$ cat src/rtl/kara3_pkg.sv
package kara3_pkg;
    localparam int NUM_PART = 3;
    localparam int NUM_SUB  = 2 * NUM_PART;
endpackage

$ cat src/rtl/gf_school_mul.sv
module gf_school_mul #(
    parameter int W = 4
) (
    input  logic [W-1:0]   x_i,
    input  logic [W-1:0]   y_i,
    output logic [2*W-2:0] z_o
);
    always_comb begin
        z_o = '0;
        for (int i = 0; i < W; i++) begin
            for (int j = 0; j < W; j++) begin
                z_o[i+j] = z_o[i+j] ^ (x_i[i] & y_i[j]);
            end
        end
    end
endmodule

$ cat src/rtl/gf_kara3_split.sv
module gf_kara3_split
    import kara3_pkg::*;
#(
    parameter int K = 4
) (
    input  logic [NUM_PART*K-1:0]     op_i,
    output logic [NUM_SUB-1:0][K-1:0] sub_o
);
    logic [K-1:0] s_lo, s_mid, s_hi;

    always_comb begin
        s_lo  = op_i[K-1:0];
        s_mid = op_i[2*K-1:K];
        s_hi  = op_i[3*K-1:2*K];
        sub_o[0] = s_lo;
        sub_o[1] = s_mid;
        sub_o[2] = s_hi;
        sub_o[3] = s_mid ^ s_lo;
        sub_o[4] = s_hi ^ s_lo;
        sub_o[5] = s_hi ^ s_mid;
    end
endmodule

$ cat src/rtl/gf_kara3_combine.sv
module gf_kara3_combine
    import kara3_pkg::*;
#(
    parameter int K = 4
) (
    input  logic [NUM_SUB-1:0][2*K-2:0] sp_i,
    output logic [6*K-2:0]              prod_o
);
    localparam int OW  = 6 * K - 1;
    localparam int PW  = 2 * K - 1;
    localparam int PAD = OW - PW;

    logic [OW-1:0] diag_sum, cross_sum;

    always_comb begin
        diag_sum  = {{PAD{1'b0}}, sp_i[0]}
                  ^ ({{PAD{1'b0}}, sp_i[1]} << K)
                  ^ ({{PAD{1'b0}}, sp_i[2]} << (2 * K));
        cross_sum = {{PAD{1'b0}}, sp_i[3]}
                  ^ ({{PAD{1'b0}}, sp_i[4]} << K)
                  ^ ({{PAD{1'b0}}, sp_i[5]} << (2 * K));
        prod_o = diag_sum
               ^ (diag_sum << K)
               ^ (diag_sum << (2 * K))
               ^ (cross_sum << K);
    end
endmodule

$ cat src/rtl/kara3_mul.sv
module kara3_mul
    import kara3_pkg::*;
#(
    parameter int K = 4
) (
    input  logic [3*K-1:0] a_i,
    input  logic [3*K-1:0] b_i,
    output logic [6*K-2:0] prod_o
);
    logic [NUM_SUB-1:0][K-1:0]   a_sub, b_sub;
    logic [NUM_SUB-1:0][2*K-2:0] sub_prod;

    gf_kara3_split #(.K(K)) u_split_a (.op_i(a_i), .sub_o(a_sub));
    gf_kara3_split #(.K(K)) u_split_b (.op_i(b_i), .sub_o(b_sub));

    for (genvar g = 0; g < NUM_SUB; g++) begin : g_sub
        gf_school_mul #(.W(K)) u_mul (
            .x_i(a_sub[g]),
            .y_i(b_sub[g]),
            .z_o(sub_prod[g])
        );
    end

    gf_kara3_combine #(.K(K)) u_comb (.sp_i(sub_prod), .prod_o(prod_o));
endmodule

$ cat config.mk
export PLATFORM = sky130hd
export DESIGN_NAME = kara3_mul
export DESIGN_NICKNAME = d
export VERILOG_FILES = /design/src/rtl/kara3_pkg.sv /design/src/rtl/gf_school_mul.sv /design/src/rtl/gf_kara3_split.sv /design/src/rtl/gf_kara3_combine.sv /design/src/rtl/kara3_mul.sv
export SDC_FILE = /design/constraint.sdc
export NUM_CORES = 1
export LEC_CHECK = 0
export BUFFER_PORTS_ARGS = -buffer_cell sky130_fd_sc_hd__buf_2
export CELL_PAD_IN_SITES_DETAIL_PLACEMENT = 1
export CELL_PAD_IN_SITES_GLOBAL_PLACEMENT = 2
export CORE_ASPECT_RATIO = 1.1
export CORE_MARGIN = 8
export CORE_UTILIZATION = 29
export DETAILED_ROUTE_END_ITERATION = 16
export PLACE_DENSITY_LB_ADDON = 0.1
export RECOVER_POWER = 25
export SETUP_SLACK_MARGIN = 0.15
export SYNTH_ARGS = -nofsm -noshare
export SYNTH_HDL_FRONTEND = slang
export SYNTH_HIERARCHICAL = 1
export SYNTH_SLANG_ARGS = --single-unit
$ cat constraint.sdc
create_clock -name vclk -period 1.4
set_clock_uncertainty 0.2 [all_clocks]
set_input_delay 0 -clock vclk [all_inputs]
set_output_delay 0 -clock vclk [all_outputs]
set_load 0.005 [all_outputs]
==> metrics.cfg, run 1 <==
[finish]
syn2layout_area_growth_pct=99.3
n_sequential_cell=0
design_area_um2=3700
layout_common_cells=buf_4 (65), nand2_1 (55), buf_6 (27)
n_antenna_cell=0
drive_gt1_share_pct=67.1
final_common_cell=buf_4
fin_util_pct=59.8
seq_area_um2=0
nFillCells=675
nClkBuffers=0
fin_nets=373
multi_input_area_um2=2300

[drt]
first_pass_iters=4
wl_um=7510
vias=1820
drc=0
wl_met3_um=224
routed_via_density=4.26
met1_length_um=2950
drt_iter0_drc=34
wl_per_cell_um=17.6
ant_nets=0
top_layer=met4
wl_met2_um=4310

[timing]
fin_crit_ns=1.77
fin_ws_ns=-0.369
slew_viol_final=0
period_share_pct=126
final_hold_viol_count=0
fmax_ghz=0.565
setup_viol_count_final=15
whs_ns=0.236
maxSlewHeadroom_pct=78.8
tightest_slew_ns=0.315
rsz0062_at_grt=true

[global_route]
grt_first_pass_wirelength_um=11100
grt_pass1_vias=2064
antenna_found_initial=0
grt_usage_pct=15.1
grt-ovfl-total=0
grt_max_degree=7

[worst_setup_path]
path_class=input pin to primary output
arrival_ns=1.57
cp_max_fo=4
startpoint_type=input pin
required_ns=1.20
critPathCaptureType=primary output

[worst_hold_path]
worstHoldPathType=input pin to primary output

[synth]
yosys_warnings=6
synth_fa_ha_area_share_pct=0
synth.mux.area_fraction_pct=0
netlist_area_um2=1860
synth_compound_area_share_pct=0
synth_xor_area_share_pct=65.7
yosys.area_share.simple_pct=21.4
synthCells=242
seq_area_frac_synth_pct=0
synth_top_family_by_area=XOR/XNOR gates
synth.avg_cell_area_um2=7.68
synth_nets=266
synth_cell_types=10

[floorplanning]
floorplan.die.height_um=100
rows=30
fp.coreArea_um2=6190
initial_utilization_pct=30.0
die_area_um2=9230
die_w_um=92.3
pin_count=47

[power]
p_switching_mw=1.17
p_sw_share_pct=42.1
p_per_area_nw_per_um2=751
p_leak_nw=1.72
power.internal_mw=1.61
clkPwrFrac_pct=0
comb_power_share_pct=100.0
ir_drop_v=0.000554
seqPwrFrac_pct=0

[place]
pre_cts_ws_ns=-0.553
gp_congestion=0.771
dp.final_hpwl_um=5710
portBuffers=47
dpl-instance-area_um2=2700

[cts]
ctsHoldBuffers=0

[job]
drv_cap=0

[outcome]
outcome=finished, violations left
violations=setup timing

[final cells by class]
type,count,area share [%]
multi-input cells,210,62.1
well taps,80,2.70
repair buffers,137,35.2
[stage by stage]
step / total power [mW] / setup TNS, ns / std cells
after detailed placement: 2.28 / -5.52 / 402
after CTS: 2.61 / -3.77 / 416
after floorplan: 1.40 / 0 / 242
after global routing: 2.98 / -4.57 / 427
after global placement: 2.27 / -5.56 / 402
final: 2.78 / -3.53 / 427
[cells by family (layout without fill, tap and decap cells)]
group	count (synthesis)	after routing
xor+xnor	114	114
simple gates	96	96
buf+inv	32	137
[worst max-delay path, cell delays in order]
cell	delay, ns
buf_2	0.17
buf_4	0.17
nand2_1	0.09
xnor2_2	0.22
xnor3_2	0.40
xnor3_1	0.37
buf_2	0.14
[power by group through the flow]
stage	Combinational, mW	Clock [mW]	Sequential (mW)
after floorplan	1.40	0	0
after global placement	2.27	0	0
after detailed placement	2.28	0	0
after CTS	2.61	0	0
after global routing	2.98	0	0
final	2.78	0	0
[per-layer routing]
layer	up-vias	global-route usage [%]
met4	0	0
met3	2	1.49
met1	899	18.2
met2	30	29.5
li1	889	-
met5	-	0
[path summary, 6_finish.rpt]
check,slack [ns],cells after the start,from,end
worst max-delay path,-0.37,7,a_i[9],prod_o[12]
worst min-delay path,0.24,3,b_i[0],prod_o[0]
[what timing repair did]
item,in CTS,in global routing
hold endpoints to repair,0,0
resized for setup,102,66
setup endpoints to repair,16,18
buffers inserted,14,11
pin swaps,46,30
[synth_stat cells]
cell,n,share of area (%)
xnor3_2,3,3.8
xor3_2,3,4.0
and2_1,6,2.0
xnor3_1,6,7.3
nand2_1,84,17
buf_4,32,13
xnor2_1,35,16
and2_2,6,2.4
xnor2_2,6,5.3
xor2_1,61,29
(Power assumes the default switching activity.)
==> inputs of run 2 (changes only) <==
Settings changed: CELL_PAD_IN_SITES_DETAIL_PLACEMENT 1 to unset, CELL_PAD_IN_SITES_GLOBAL_PLACEMENT 2 to unset, CORE_UTILIZATION 29 to 40, PLACE_DENSITY set to 0.65, PLACE_DENSITY_LB_ADDON 0.1 to unset.
==> run 2 against run 1 <==
  * The run still ends with setup timing left
  * Global-route usage increased by 3.6 points
  * Sequential share of layout area unchanged
  * Core utilization increased by 19 points
  * First-iteration DRC count increased to 3.6 times the previous value
  * Die area decreased by 23%
  * Wire length decreased by 1.4%
  * Worst setup slack improved by 0.037 ns
  * Critical path type unchanged
  * Critical endpoint is now prod_o[10]
  * Highest routed layer unchanged
==> metrics.cfg, run 2 (same netlist as run 1, synthesis figures left out) <==
[outcome]
outcome=finished, violations left
violations=setup timing

[power]
power.internal_mw=1.54  ; -4.6%
p_switching_mw=1.22  ; +4.2%
p_leak_nw=1.63  ; -5.1%
clkPwrFrac_pct=0  ; unchanged
p_sw_share_pct=44.3  ; +2.1 points
seqPwrFrac_pct=0  ; unchanged
p_per_area_nw_per_um2=766  ; +1.9%
comb_power_share_pct=100.0  ; about the same
ir_drop_v=0.000401  ; -28%

[timing]
final.setup.tns_ns=-2.81  ; +0.719 ns
final_hold_viol_count=0  ; unchanged
setup_viol_count_final=14  ; -1
tightest_slew_ns=0.281  ; -0.0342 ns
fmax_ghz=0.577  ; +2.1%
slew_viol_final=0  ; unchanged
fin_crit_ns=1.73  ; -0.0370 ns
rsz0062_at_grt=true
whs_ns=0.243  ; +0.00724 ns
maxSlewHeadroom_pct=81.1  ; +2.3 points
fin_ws_ns=-0.332  ; +0.0370 ns
period_share_pct=124  ; -2.6 points

[finish]
nFillCells=253  ; -63%
n_sequential_cell=0  ; unchanged
nClkBuffers=0  ; unchanged
syn2layout_area_growth_pct=93.8
drive_gt1_share_pct=66.0  ; -1.2 points
final_common_cell=buf_4
n_antenna_cell=0  ; unchanged
fin_nets=355  ; -4.8%
final_cell_count_no_fill=385  ; -9.8%
seq_area_um2=0  ; unchanged
layout_common_cells=buf_4 (52), nand2_1 (51), xnor2_1 (28)
fin_util_pct=79.1  ; +19 points

[drt]
wl_per_cell_um=19.2  ; +9.3%
wl_um=7410  ; -1.4%
drc=0  ; unchanged
routed_via_density=4.88  ; +14%
first_pass_iters=4  ; unchanged
vias=1877  ; +3.1%
drt_iter0_drc=122  ; +260%
ant_nets=0  ; unchanged

[floorplanning]
initial_utilization_pct=40.8  ; +11 points
rows=26  ; -13%
floorplan.die.height_um=87.5  ; -12%
fp.coreArea_um2=4550  ; -26%
die_w_um=81.0  ; -12%
die_area_um2=7080  ; -23%
pin_count=47  ; unchanged

[worst_setup_path]
required_ns=1.20  ; about the same
path_class=input pin to primary output
cp_max_fo=6  ; +2
arrival_ns=1.53  ; -0.04 ns
startpoint_type=input pin
critPathLaunch=a_i[4]
critPathCaptureType=primary output

[worst_hold_path]
worstHoldPathType=input pin to primary output
hp-start=a_i[0]

[global_route]
grt-ovfl-total=0  ; unchanged
grt_max_degree=7  ; unchanged
grt_usage_pct=18.8  ; +3.6 points
grt_first_pass_wirelength_um=10300  ; -7.3%
grt_pass1_vias=2045  ; -0.92%
antenna_found_initial=0  ; unchanged

[place]
dp_cells=365  ; -9.2%
dp.final_hpwl_um=4670  ; -18%
portBuffers=47  ; unchanged
pre_cts_ws_ns=-0.380  ; +0.173 ns
gp_congestion=0.907  ; +18%

[job]
drv_cap=0  ; unchanged

[cts]
ctsHoldBuffers=0  ; unchanged

run 2: cell count changes in the layout (fill, tap and decap cells not counted), moves of 4 or more:
cell     delta
buf_6       -4
xor2_4      +6
xnor2_2     -6
nand2_1     -4
buf_4      -13
xnor2_1     +6
run 2: metal layers:
layer	routed length, µm	up-vias	global-route usage [%]
met5	0	-	0
met3	328	20	1.34
met4	267	0	3.90
met2	3980	69	36.7
met1	2830	928	21.0
li1	-	860	-
run 2: layout make-up:
cell class | count | area (µm²) | share of cell area, %
Multi-Input combinational cell | 210 | 2350 | 65.3
Timing Repair Buffer | 119 | 1180 | 32.8
Tap cell | 56 | 70.1 | 1.95
run 2: through the flow:
stage               power (mW)  cell area [µm²]
detailed placement        2.18             2550
global route              2.92             3600
floorplan                 1.40             2110
finish                    2.76             3600
global placement          2.17             2550
CTS                       2.54             3330
run 2: repair_timing:
| item | 4_1_cts | 5_1_grt |
|---|---|---|
| pin swaps | 48 | 30 |
| resized for setup | 141 | 44 |
| setup endpoints to repair | 17 | 17 |
| hold endpoints to repair | 0 | 0 |
| setup buffers | 19 | 1 |
run 2: final timing paths:
check,end,slack [ns],depth (start not counted)
min,prod_o[0],0.24,3
max,prod_o[10],-0.33,7
run 2: worst max-delay path: stages:
cell and delay [ns]:
buf_12 0.11, nand2_1 0.06, xor2_1 0.15, xnor2_1 0.27
xor3_2 0.38, xnor3_1 0.39, buf_2 0.16
run 2: power by group through the flow:
stage | Clock (mW) | Sequential [mW] | Combinational [mW]
after CTS | 0 | 0 | 2.54
after global placement | 0 | 0 | 2.17
after detailed placement | 0 | 0 | 2.18
final | 0 | 0 | 2.76
after global routing | 0 | 0 | 2.92
after floorplan | 0 | 0 | 1.40
==> inputs of run 3 (changes only) <==
Settings changed: CORE_UTILIZATION 40 to 30, GPL_ROUTABILITY_DRIVEN set to 0, PLACE_DENSITY 0.65 to unset.
==> run 3 against run 2 <==
  * The flow still finishes with violations (setup timing)
  * Sequential share of layout area is the same
  * Critical endpoint is now prod_o[8]
  * Clock-buffer cell count unchanged
  * Critical path depth is 2 higher
  * Combinational power grew 2%
  * Core utilization fell by 17 points
  * Via count fell by 2.8%
  * Worst hold slack lost 0.036 ns
  * First-iteration DRC count down 48%
==> metrics.cfg, run 3 (same netlist as run 1, synthesis figures left out) <==
[finish]
final_common_cell=buf_4
fin_nets=371  ; +4.5%
n_sequential_cell=0  ; unchanged
multi_input_area_um2=2410  ; +2.6%
n_antenna_cell=0  ; unchanged
layout_common_cells=buf_4 (57), nand2_1 (52), buf_6 (33)
final_cell_count_no_fill=425  ; +10%
syn2layout_area_growth_pct=105
nClkBuffers=0  ; unchanged
seq_area_um2=0  ; unchanged
design_area_um2=3800  ; +5.6%
nFillCells=475  ; +88%
drive_gt1_share_pct=70.1  ; +4.2 points

[timing]
maxSlewHeadroom_pct=79.6  ; -1.5 points
fmax_ghz=0.584  ; +1.2%
fin_ws_ns=-0.311  ; +0.0207 ns
final_hold_viol_count=0  ; unchanged
setup_viol_count_final=15  ; +1
final.setup.tns_ns=-3.30  ; -0.489 ns
fin_crit_ns=1.71  ; -0.0207 ns
period_share_pct=122  ; -1.5 points
tightest_slew_ns=0.304  ; +0.0232 ns
rsz0062_at_grt=true
slew_viol_final=0  ; unchanged

[floorplanning]
initial_utilization_pct=30.6  ; -10 points
fp.coreArea_um2=6080  ; +34%
rows=30  ; +15%
die_area_um2=8970  ; +27%
die_w_um=91.0  ; +12%
floorplan.die.height_um=98.5  ; +13%
pin_count=47  ; unchanged

[worst_setup_path]
cpPeakStageDelay_ns=0.27  ; -0.12 ns
cpMaxStageDelayCell=xnor3_1
cp_max_fo=4  ; -2
startpoint_type=input pin
required_ns=1.20  ; about the same
cp_cell_sequence=buf_12 > buf_8 > xor2_4 > nand2_1 > xor2_1 > xnor2_1 > xnor2_1 > xnor3_1 > buf_2
path_buf_inv=3  ; +1
critPathCaptureType=primary output
arrival_ns=1.51  ; -0.02 ns
crit_top_cell=xnor2_1
path_class=input pin to primary output
crit_family=XOR/XNOR gates
cp_num_cells=9  ; +2

[drt]
drt_iter0_drc=64  ; -48%
drc=0  ; unchanged
wl_um=6920  ; -6.5%
first_pass_iters=4  ; unchanged
ant_nets=0  ; unchanged
vias=1824  ; -2.8%
wl_per_cell_um=16.3  ; -15%
routed_via_density=4.29  ; -12%

[place]
dp.final_hpwl_um=5010  ; +7.1%
dpl-instance-area_um2=2660  ; +4.3%
dp_cells=398  ; +9.0%
pre_cts_ws_ns=-0.416  ; -0.0361 ns
portBuffers=47  ; unchanged

[power]
p_per_area_nw_per_um2=740  ; -3.4%
p_leak_nw=1.75  ; +7.3%
ir_drop_v=0.000427  ; +6.5%
total_power_mw=2.81  ; +2.0%

[global_route]
grt_first_pass_wirelength_um=9890  ; -3.7%
grt-ovfl-total=0  ; unchanged
grt_pass1_vias=2032  ; -0.64%
grt_max_degree=7  ; unchanged
grt_usage_pct=13.4  ; -5.4 points
antenna_found_initial=0  ; unchanged

[worst_hold_path]
holdPathStages=4  ; +1
worstHoldPathType=input pin to primary output

[job]
drv_cap=0  ; unchanged

[cts]
ctsHoldBuffers=0  ; unchanged

[outcome]
outcome=finished, violations left
violations=setup timing

run 3: changes by cell type in the layout (fill, tap and decap cells not counted), sizes merged:
cell / change
buf: +14
clkbuf: +2
run 3: per-layer routing:
metal | track usage (%) | routed length [µm] | vias up
met2 | 26.6 | 3940 | 37
met1 | 15.3 | 2700 | 897
met3 | 1.37 | 208 | 6
met4 | 1.13 | 79 | 0
li1 | - | - | 884
met5 | 0 | 0 | -
run 3: cell type report:
| cell class | count | share of cell area, % |
|---|---|---|
| timing repair buffer | 135 | 33.9 |
| tap | 80 | 2.63 |
| multi-input combinational | 210 | 63.4 |
run 3: report_power, final:
group	internal, mW	switching (mW)
registers	0	0
logic	1.64	1.18
clock network	0	0
total	1.64	1.18
run 3: worst paths after layout:
path,startpoint,end,slack [ns]
max,b_i[6],prod_o[8],-0.31
min,a_i[0],prod_o[1],0.21
run 3: metrics by stage:
| step | util (%) | hold slack [ns] |
|---|---|---|
| 2_1_floorplan | - | 0.105 |
| 3_3_place_gp | 43.8 | 0.267 |
| 3_5_place_dp | 43.8 | 0.268 |
| 4_1_cts | 53.8 | 0.255 |
| 5_1_grt | 62.5 | 0.224 |
| 6_report | 62.5 | 0.207 |
run 3: what timing repair did:
| item | in CTS | in global routing |
|---|---|---|
| cloned | 0 | 0 |
| pin swaps | 47 | 41 |
| resized for setup | 116 | 79 |
| setup buffers | 16 | 11 |
| setup endpoints to repair | 17 | 16 |
run 3: worst min-delay path, stage by stage:
cell	delay [ns]
buf_6	0.12
nand2_2	0.07
xor2_2	0.08
buf_2	0.13
